===== src/rtl/phy_mgmt_pkg.sv =====
package phy_mgmt_pkg;
  localparam int unsigned ADDR_W   = 5;
  localparam int unsigned DATA_W   = 16;
  localparam int unsigned NUM_REGS = 1 << ADDR_W;

  localparam logic [ADDR_W-1:0] REG_CTRL    = 5'd0;
  localparam logic [ADDR_W-1:0] REG_STATUS  = 5'd1;
  localparam logic [ADDR_W-1:0] REG_ID_HI   = 5'd2;
  localparam logic [ADDR_W-1:0] REG_ID_LO   = 5'd3;
  localparam logic [ADDR_W-1:0] REG_ADV     = 5'd4;
  localparam logic [ADDR_W-1:0] REG_PARTNER = 5'd5;
  localparam logic [ADDR_W-1:0] REG_DIAG    = 5'd18;

  localparam logic [DATA_W-1:0] ADV_MODE_MASK = 16'h01E0;

  function automatic logic [DATA_W-1:0] reset_value(int unsigned idx);
    case (idx)
      int'(REG_CTRL):  return 16'h3100;
      int'(REG_ID_HI): return 16'h0300;
      int'(REG_ID_LO): return 16'hE400;
      int'(REG_ADV):   return 16'h01E1;
      default:         return '0;
    endcase
  endfunction
endpackage


===== src/rtl/phy_reg_store.sv =====
module phy_reg_store
  import phy_mgmt_pkg::*;
(
  input  logic              clk_i,
  input  logic              rst_ni,
  input  logic              wr_en_i,
  input  logic [ADDR_W-1:0] addr_i,
  input  logic [DATA_W-1:0] wdata_i,
  output logic [DATA_W-1:0] rd_store_o,
  output logic [DATA_W-1:0] adv_o
);
  logic [DATA_W-1:0] regs_q [NUM_REGS];

  for (genvar g = 0; g < int'(NUM_REGS); g++) begin : g_reg
    always_ff @(posedge clk_i or negedge rst_ni) begin
      if (!rst_ni)
        regs_q[g] <= reset_value(g);
      else if (wr_en_i && addr_i == ADDR_W'(g))
        regs_q[g] <= wdata_i;
    end
  end

  assign rd_store_o = regs_q[addr_i];
  assign adv_o      = regs_q[REG_ADV];
endmodule


===== src/rtl/phy_view_synth.sv =====
module phy_view_synth
  import phy_mgmt_pkg::*;
(
  input  logic              link_up_i,
  input  logic [DATA_W-1:0] adv_i,
  output logic [DATA_W-1:0] status_o,
  output logic [DATA_W-1:0] partner_o,
  output logic [DATA_W-1:0] diag_o
);
  logic adv_100, adv_full;

  // abilities 14..11, aneg complete 5, aneg able 3, link 2
  localparam logic [DATA_W-1:0] STATUS_UP = 16'h782C;

  assign adv_100  = adv_i[7] | adv_i[8];
  assign adv_full = adv_i[8] | adv_i[6];

  assign status_o  = link_up_i ? STATUS_UP : '0;
  assign partner_o = 16'h4001 | (adv_i & ADV_MODE_MASK);

  always_comb begin
    diag_o = '0;
    if (link_up_i) begin
      diag_o[10] = adv_100;
      diag_o[11] = adv_full;
    end
  end
endmodule


===== src/rtl/phy_mgmt_regs.sv =====
module phy_mgmt_regs
  import phy_mgmt_pkg::*;
(
  input  logic              clk_i,
  input  logic              rst_ni,
  input  logic              link_up_i,
  input  logic              wr_en_i,
  input  logic [4:0]        addr_i,
  input  logic [15:0]       wdata_i,
  output logic [15:0]       rdata_o
);
  logic [DATA_W-1:0] rd_store, adv, status_v, partner_v, diag_v;

  phy_reg_store u_store (
    .clk_i      (clk_i),
    .rst_ni     (rst_ni),
    .wr_en_i    (wr_en_i),
    .addr_i     (addr_i),
    .wdata_i    (wdata_i),
    .rd_store_o (rd_store),
    .adv_o      (adv)
  );

  phy_view_synth u_view (
    .link_up_i (link_up_i),
    .adv_i     (adv),
    .status_o  (status_v),
    .partner_o (partner_v),
    .diag_o    (diag_v)
  );

  always_comb begin
    case (addr_i)
      REG_STATUS:  rdata_o = status_v;
      REG_PARTNER: rdata_o = partner_v;
      REG_DIAG:    rdata_o = diag_v;
      default:     rdata_o = rd_store;
    endcase
  end

  logic plain_addr;
  assign plain_addr = addr_i != REG_STATUS && addr_i != REG_PARTNER && addr_i != REG_DIAG;

  // plain register returns last written word
  p_store_readback_r6: assert property (@(posedge clk_i) disable iff (!rst_ni)
    ($past(wr_en_i) && addr_i == $past(addr_i) && plain_addr) |-> rdata_o == $past(wdata_i));

  // no status while link down
  p_status_down_r3: assert property (@(posedge clk_i) disable iff (!rst_ni)
    (addr_i == REG_STATUS && !link_up_i) |-> rdata_o == '0);

  // partner ability mirrors advertised modes
  p_partner_r4: assert property (@(posedge clk_i) disable iff (!rst_ni)
    (addr_i == REG_PARTNER) |-> (rdata_o[14] && rdata_o[0] && rdata_o[8:5] == adv[8:5]));

  // diagnostics zero while link down
  p_diag_down_r5: assert property (@(posedge clk_i) disable iff (!rst_ni)
    (addr_i == REG_DIAG && !link_up_i) |-> rdata_o == '0);

  // no strobe, no change to a plain register
  p_no_write_r9: assert property (@(posedge clk_i) disable iff (!rst_ni)
    (!$past(wr_en_i) && addr_i == $past(addr_i) && plain_addr && $past(plain_addr))
      |-> $stable(rdata_o));
endmodule


===== config.mk =====
export PLATFORM = sky130hd
export DESIGN_NAME = phy_mgmt_regs
export DESIGN_NICKNAME = d
export VERILOG_FILES = /design/src/rtl/phy_mgmt_pkg.sv /design/src/rtl/phy_reg_store.sv /design/src/rtl/phy_view_synth.sv /design/src/rtl/phy_mgmt_regs.sv
export SDC_FILE = /design/constraint.sdc
export NUM_CORES = 1
export LEC_CHECK = 0
export ABC_AREA = 0
export BUFFER_PORTS_ARGS = -buffer_cell sky130_fd_sc_hd__buf_2
export CORE_UTILIZATION = 30
export DETAILED_ROUTE_END_ITERATION = 16
export PLACE_DENSITY = 0.48
export SLEW_MARGIN = 30
export SYNTH_ARGS = -nofsm -noshare
export SYNTH_HDL_FRONTEND = slang
export SYNTH_SLANG_ARGS = --single-unit

===== constraint.sdc =====
create_clock -name clk_i -period 3.2 [get_ports clk_i]
set_clock_uncertainty 0.05 [all_clocks]
set_input_delay 0.64 -clock clk_i [delete_from_list [all_inputs] [get_ports clk_i]]
set_output_delay 0.64 -clock clk_i [all_outputs]
set_load 0.05 [all_outputs]

* After elaboration in Yosys (flattened, before gate mapping)
Cells that the tools add are included.
** Storage, ports and cells
- Bits in registers :: 512
- Input bits :: 25
** Operators by class
- $lt $le $gt $ge :: 1
- Eq/ne operators :: 31
- Muxes and demuxes :: 6
- Bitwise gates (word level) :: 3
- Reduce and logical (&&, ||, !) cells :: 33
** Operator list (count)
- 16-bit binary-select mux with 5-bit select :: 1
- 5-bit equality test (second input constant) :: 16
- 16-bit case mux with 3 select lines :: 1
- 5-bit by 4-bit equality test with 1-bit output (second input constant) :: 8
- 1-bit logical AND :: 32
- 16-bit 2-to-1 mux :: 2
- 5-bit by 3-bit equality test with 1-bit output (second input constant) :: 4
- 15-bit 2-to-1 mux :: 1
- 5-bit by 2-bit equality test with 1-bit output (second input constant) :: 2
- 6-bit greater-or-equal comparator (second input constant) :: 1
- 5-bit NOT with 6-bit output :: 1
- 5-bit by 1-bit equality test with 1-bit output (second input constant) :: 1
- 5-bit logical NOT :: 1
- 2-bit 2-to-1 mux :: 1
- 1-bit bitwise OR :: 2

* Logic depth before layout (Yosys ltp)
- Word-level depth :: 5
- Gate-level depth with buffers :: 9
- Mapped depth without buffers :: 5

* By module
A second synthesis with hierarchy kept.
** Unflattened totals
- Cell total of the unflattened synthesis :: 1684
- Area total of the unflattened synthesis :: 24428.4 sq um
** Modules (own cells, without submodules)
- phy_reg_store :: times used 1, cells an instance 1577, area an instance 23547.6 sq um
- phy_mgmt_regs :: times used 1, cells an instance 57, area an instance 513.0 sq um
- phy_view_synth :: times used 1, cells an instance 50, area an instance 367.9 sq um

* Worst setup path before layout
OpenSTA, ideal clock, no wires.
- Kind :: input-to-output
- Start point :: input port addr_i[3]
- End point :: output port rdata_o[14]
- Arrival :: 2.948 ns
- Data required time :: 2.510 ns
- Setup slack :: -0.438 ns
- Stages :: 7
- Buffers on the path :: 3
- Cells stage by stage :: clkbuf_2 buf_4 clkbuf_1 nand2b_1 o22ai_1 nor2_1 a311oi_1
** Between the ends
- Cells in the longest elaborated chain, start to end :: 5
- Elaborated cells on any way between the ends :: 8
- Those cells by class :: eq/ne (3); mux (4); bitwise (1)
** Ends and longest elaborated chain
- start: declaration :: line phy_mgmt_regs.sv:8 : input logic [4:0] addr_i,
- 5-bit NOT with 6-bit output (not written as such) :: line phy_reg_store.sv:23 : assign rd_store_o = regs_q[addr_i];
- 16-bit binary-select mux with 5-bit select :: line phy_reg_store.sv:23
- 16-bit 2-to-1 mux (not written as such) (2 in a row) :: line phy_reg_store.sv:23
- 16-bit case mux with 3 select lines (*) :: line phy_mgmt_regs.sv:33 : case (addr_i)
- end: declaration :: line phy_mgmt_regs.sv:10 : output logic [15:0] rdata_o
Mark *: on every way between the ends. The rest lies on a longest branch, timed or not. The select of a mux whose other input is x is not followed.

* Worst setup path after layout
- Start point :: input port addr_i[0]
- End point :: output port rdata_o[2]
Same word-level chain as after synthesis.

==> impl_metrics.toml <==
[synthesis]
synth_common_cells = "mux2_2, dfrtp_1, mux2i_1"
synth_warnings = 0
yosys-top-cells-area = "dfrtp_1, mux2_2, mux4_2"
synth-seq-cells = 512
avgSynthCellArea_um2 = 15.2
synth.most_common_cell = "mux2_2"
syn-cell-area_mm2 = 0.0239
synth_top_area_share_pct = 52.1
ys.flop_type = "dfrtp_1"
synthesis.nets = 1594
ys_types = 66
synth_edf_count = 0
synthCells = 1569
async_reset_ff_share_pct = 100
ys_seq_area_share_pct = 53.7
yosysTopAreaCell = "dfrtp_1"

[global_routing]
grt_usage_pct = 18.2
grt_pass1_wl_mm = 109
grt_max_degree = 71
overflow = 0
antenna_found_initial = 2
grt_pass1_vias = 15837

[placement]
place_area_mm2 = 0.0269
io_buffers = 40
gp_congestion = 0.807
pre_cts_ws_ps = -629
dp_hpwl_mm = 47.8

[cts]
clk_pin_slew_worst_paths_ps = 60
root_buffer = "clkbuf_16"
clk_latency_ps = 590
ctsHtreeMaxLevel = 2
cts_buffer_depth = 3
cts.sinks = 512
cts_tree = "yes"
cts_buffers = 56
cts_hold_buf = 0

[pwr]
internal_power_mw = 13.5
ir_drop_v = 0.000436
comb_power_share_pct = 18.3
p_sw_share_pct = 26.0
seq_power_share_pct = 45.9
total_power_mw = 18.3
powerDensity_mw_per_mm2 = 619
power_frac_clock_pct = 35.7
cellLeakagePower_nw = 13.1
power_switching_mw = 4.76

[sta]
fin_crit_ps = 3200
finalSetupTns_ps = -4.09
whs_ps = 3.32
maxSlewHeadroom_pct = 52.4
rsz0062_at_grt = "yes"
max_slew.worst_pin.slew_ps = 714
fin_ws_ps = -4.09
setup_violations = 1
finalCritPeriodShare_pct = 100
fmax_mhz = 312
slew_violations = 0
hold_viol = 0

[floorplan]
coreArea_mm2 = 0.0789
rows = 103
ios = 41
die_h_um = 284
die-area_mm2 = 0.0808
die_width_um = 284
initial_utilization_pct = 30.3

[hold_path]
worst_hold_path_type = "primary input to async pin"

[final_layout]
fillers = 7556
final-seq-area_mm2 = 0.0128
n_antenna_cell = 0
nNetsFinal = 1796
multi_input_area_mm2 = 0.0107
final_cell_area_mm2 = 0.0295
syn2layout_area_growth_pct = 23.6
drive_above_1_share_pct = 58.5

[route]
firstDrtPassIters = 5
vias_per_cell = 5.11
vias = 14638
ant_nets = 0
drc = 0
wl_per_cell_um = 25.4
dr.first_iter.drc_count = 709
wirelength_mm = 72.7

[worst_setup_path]
crit_slowest_cell = "mux4_2"
cp_common_cell = "buf_4"
start_kind = "primary input"
cp.required_ps = 2510
cp_top_family = "buffers and inverters"
critical_path.max_fanout = 6
path_buf_inv = 6
max_stage_delay_ps = 480
crit_chain = "buf_16 > buf_12 > buf_4 > mux4_2 > mux2i_1 > buf_4 > nor2_4 > a2111oi_4 > buf_4 > a211oi_2 > buf_6"
cp.arrival_ps = 2510
ff2ff_setup_slack_ps = 2280
end_kind = "primary output"
path_class = "primary input to primary output"

[status]
violations = "setup timing"
status = "finished, violations left"

[job]
cap_violations = 0
[sequential cells by signal, indices dropped and copies added (netlist names)]
name and count:
u_store.adv_o 16, u_store.regs_q 496
[worst reg2reg max path: cells and delay by family (launching register included)]
| kind | cells | cell delay (ps) |
|---|---|---|
| buf+inv | 1 | 130 |
| flops | 1 | 380 |
| mux | 1 | 250 |
[power groups by stage]
stage,registers (mW),clock network (mW),logic [mW]
after floorplan,8.26,0,2.22
after global placement,8.43,0,3.09
after detailed placement,8.48,0,3.17
after CTS,8.38,6.70,3.35
after global routing,8.55,6.97,3.61
final,8.39,6.53,3.35
[final timing paths]
| check | start | to | depth (start not counted) |
|---|---|---|---|
| setup / recovery | addr_i[0] | rdata_o[2] | 11 |
| hold / removal | rst_ni | u_store.regs_q[145] | 1 |
| setup reg to reg | u_store.regs_q[194] | u_store.regs_q[194] | 2 |
| hold reg to reg | u_store.regs_q[286] | u_store.regs_q[286] | 1 |
| max in group asynchronous | rst_ni | u_store.regs_q[509] | 2 |
| min in group clk_i | u_store.regs_q[286] | u_store.regs_q[286] | 1 |
[cells by family (layout without fill, tap and decap cells)]
logic type	count (synthesis)	count (layout)	share of synthesized area, %
compound gates	117	117	3.69
buf+inv	142	388	3.48
flops	512	512	53.7
simple gates	109	109	2.67
mux	689	689	36.5
[layout by cell type, fill, tap and decap left out, types with 4 or more instances in the layout]
master,netlist,layout
a2111oi_2,1,6
a2111oi_4,0,5
a211oi_1,19,6
a211oi_2,0,9
a211oi_4,0,4
a21oi_1,13,7
a21oi_2,0,5
a22o_1,8,8
buf_12,0,46
buf_2,40,19
buf_4,16,189
buf_6,24,20
buf_8,0,6
clkbuf_1,56,12
clkbuf_16,0,58
clkbuf_8,0,14
clkinv_2,0,11
dfrtp_1,498,498
dfstp_2,14,14
mux2_2,514,513
mux2i_1,84,80
mux4_1,22,13
mux4_2,64,73
nand2_1,24,20
nand2_2,1,5
nand2b_1,9,9
nand3_1,6,6
nor2_1,23,19
nor2_2,9,12
nor2_4,3,4
nor2b_1,6,4
nor3_4,2,6
o21ai_0,6,5
o221ai_1,13,11
o22ai_1,20,17
[through the flow]
| stage | utilization (%) | instances |
|---|---|---|
| floorplan | - | 1569 |
| global placement | 34.0 | 2734 |
| detailed placement | 34.0 | 2734 |
| CTS | 37.2 | 2858 |
| global route | 37.4 | 2865 |
| finish | 37.4 | 2865 |
[metal layers]
layer	track usage, %	routed length, µm
met5	0	26
met4	4.66	1460
met3	3.34	3390
met2	27.5	32500
met1	26.8	35400
[layout make-up]
type,count,area share [%]
Clock inverter,19,0.627
Tap cell,1050,4.45
Multi-Input combinational cell,915,36.1
Inverter,2,0.0254
Clock buffer,83,5.63
Timing Repair Buffer,284,9.69
Sequential cell,512,43.4
[timing repair]
action	4_1_cts	5_1_grt
setup endpoints to repair	16	15
gates resized for setup	94	41
buffers inserted	21	7
pin swaps	21	14
cloned	2	0
Power figures use the tool's default switching activity.
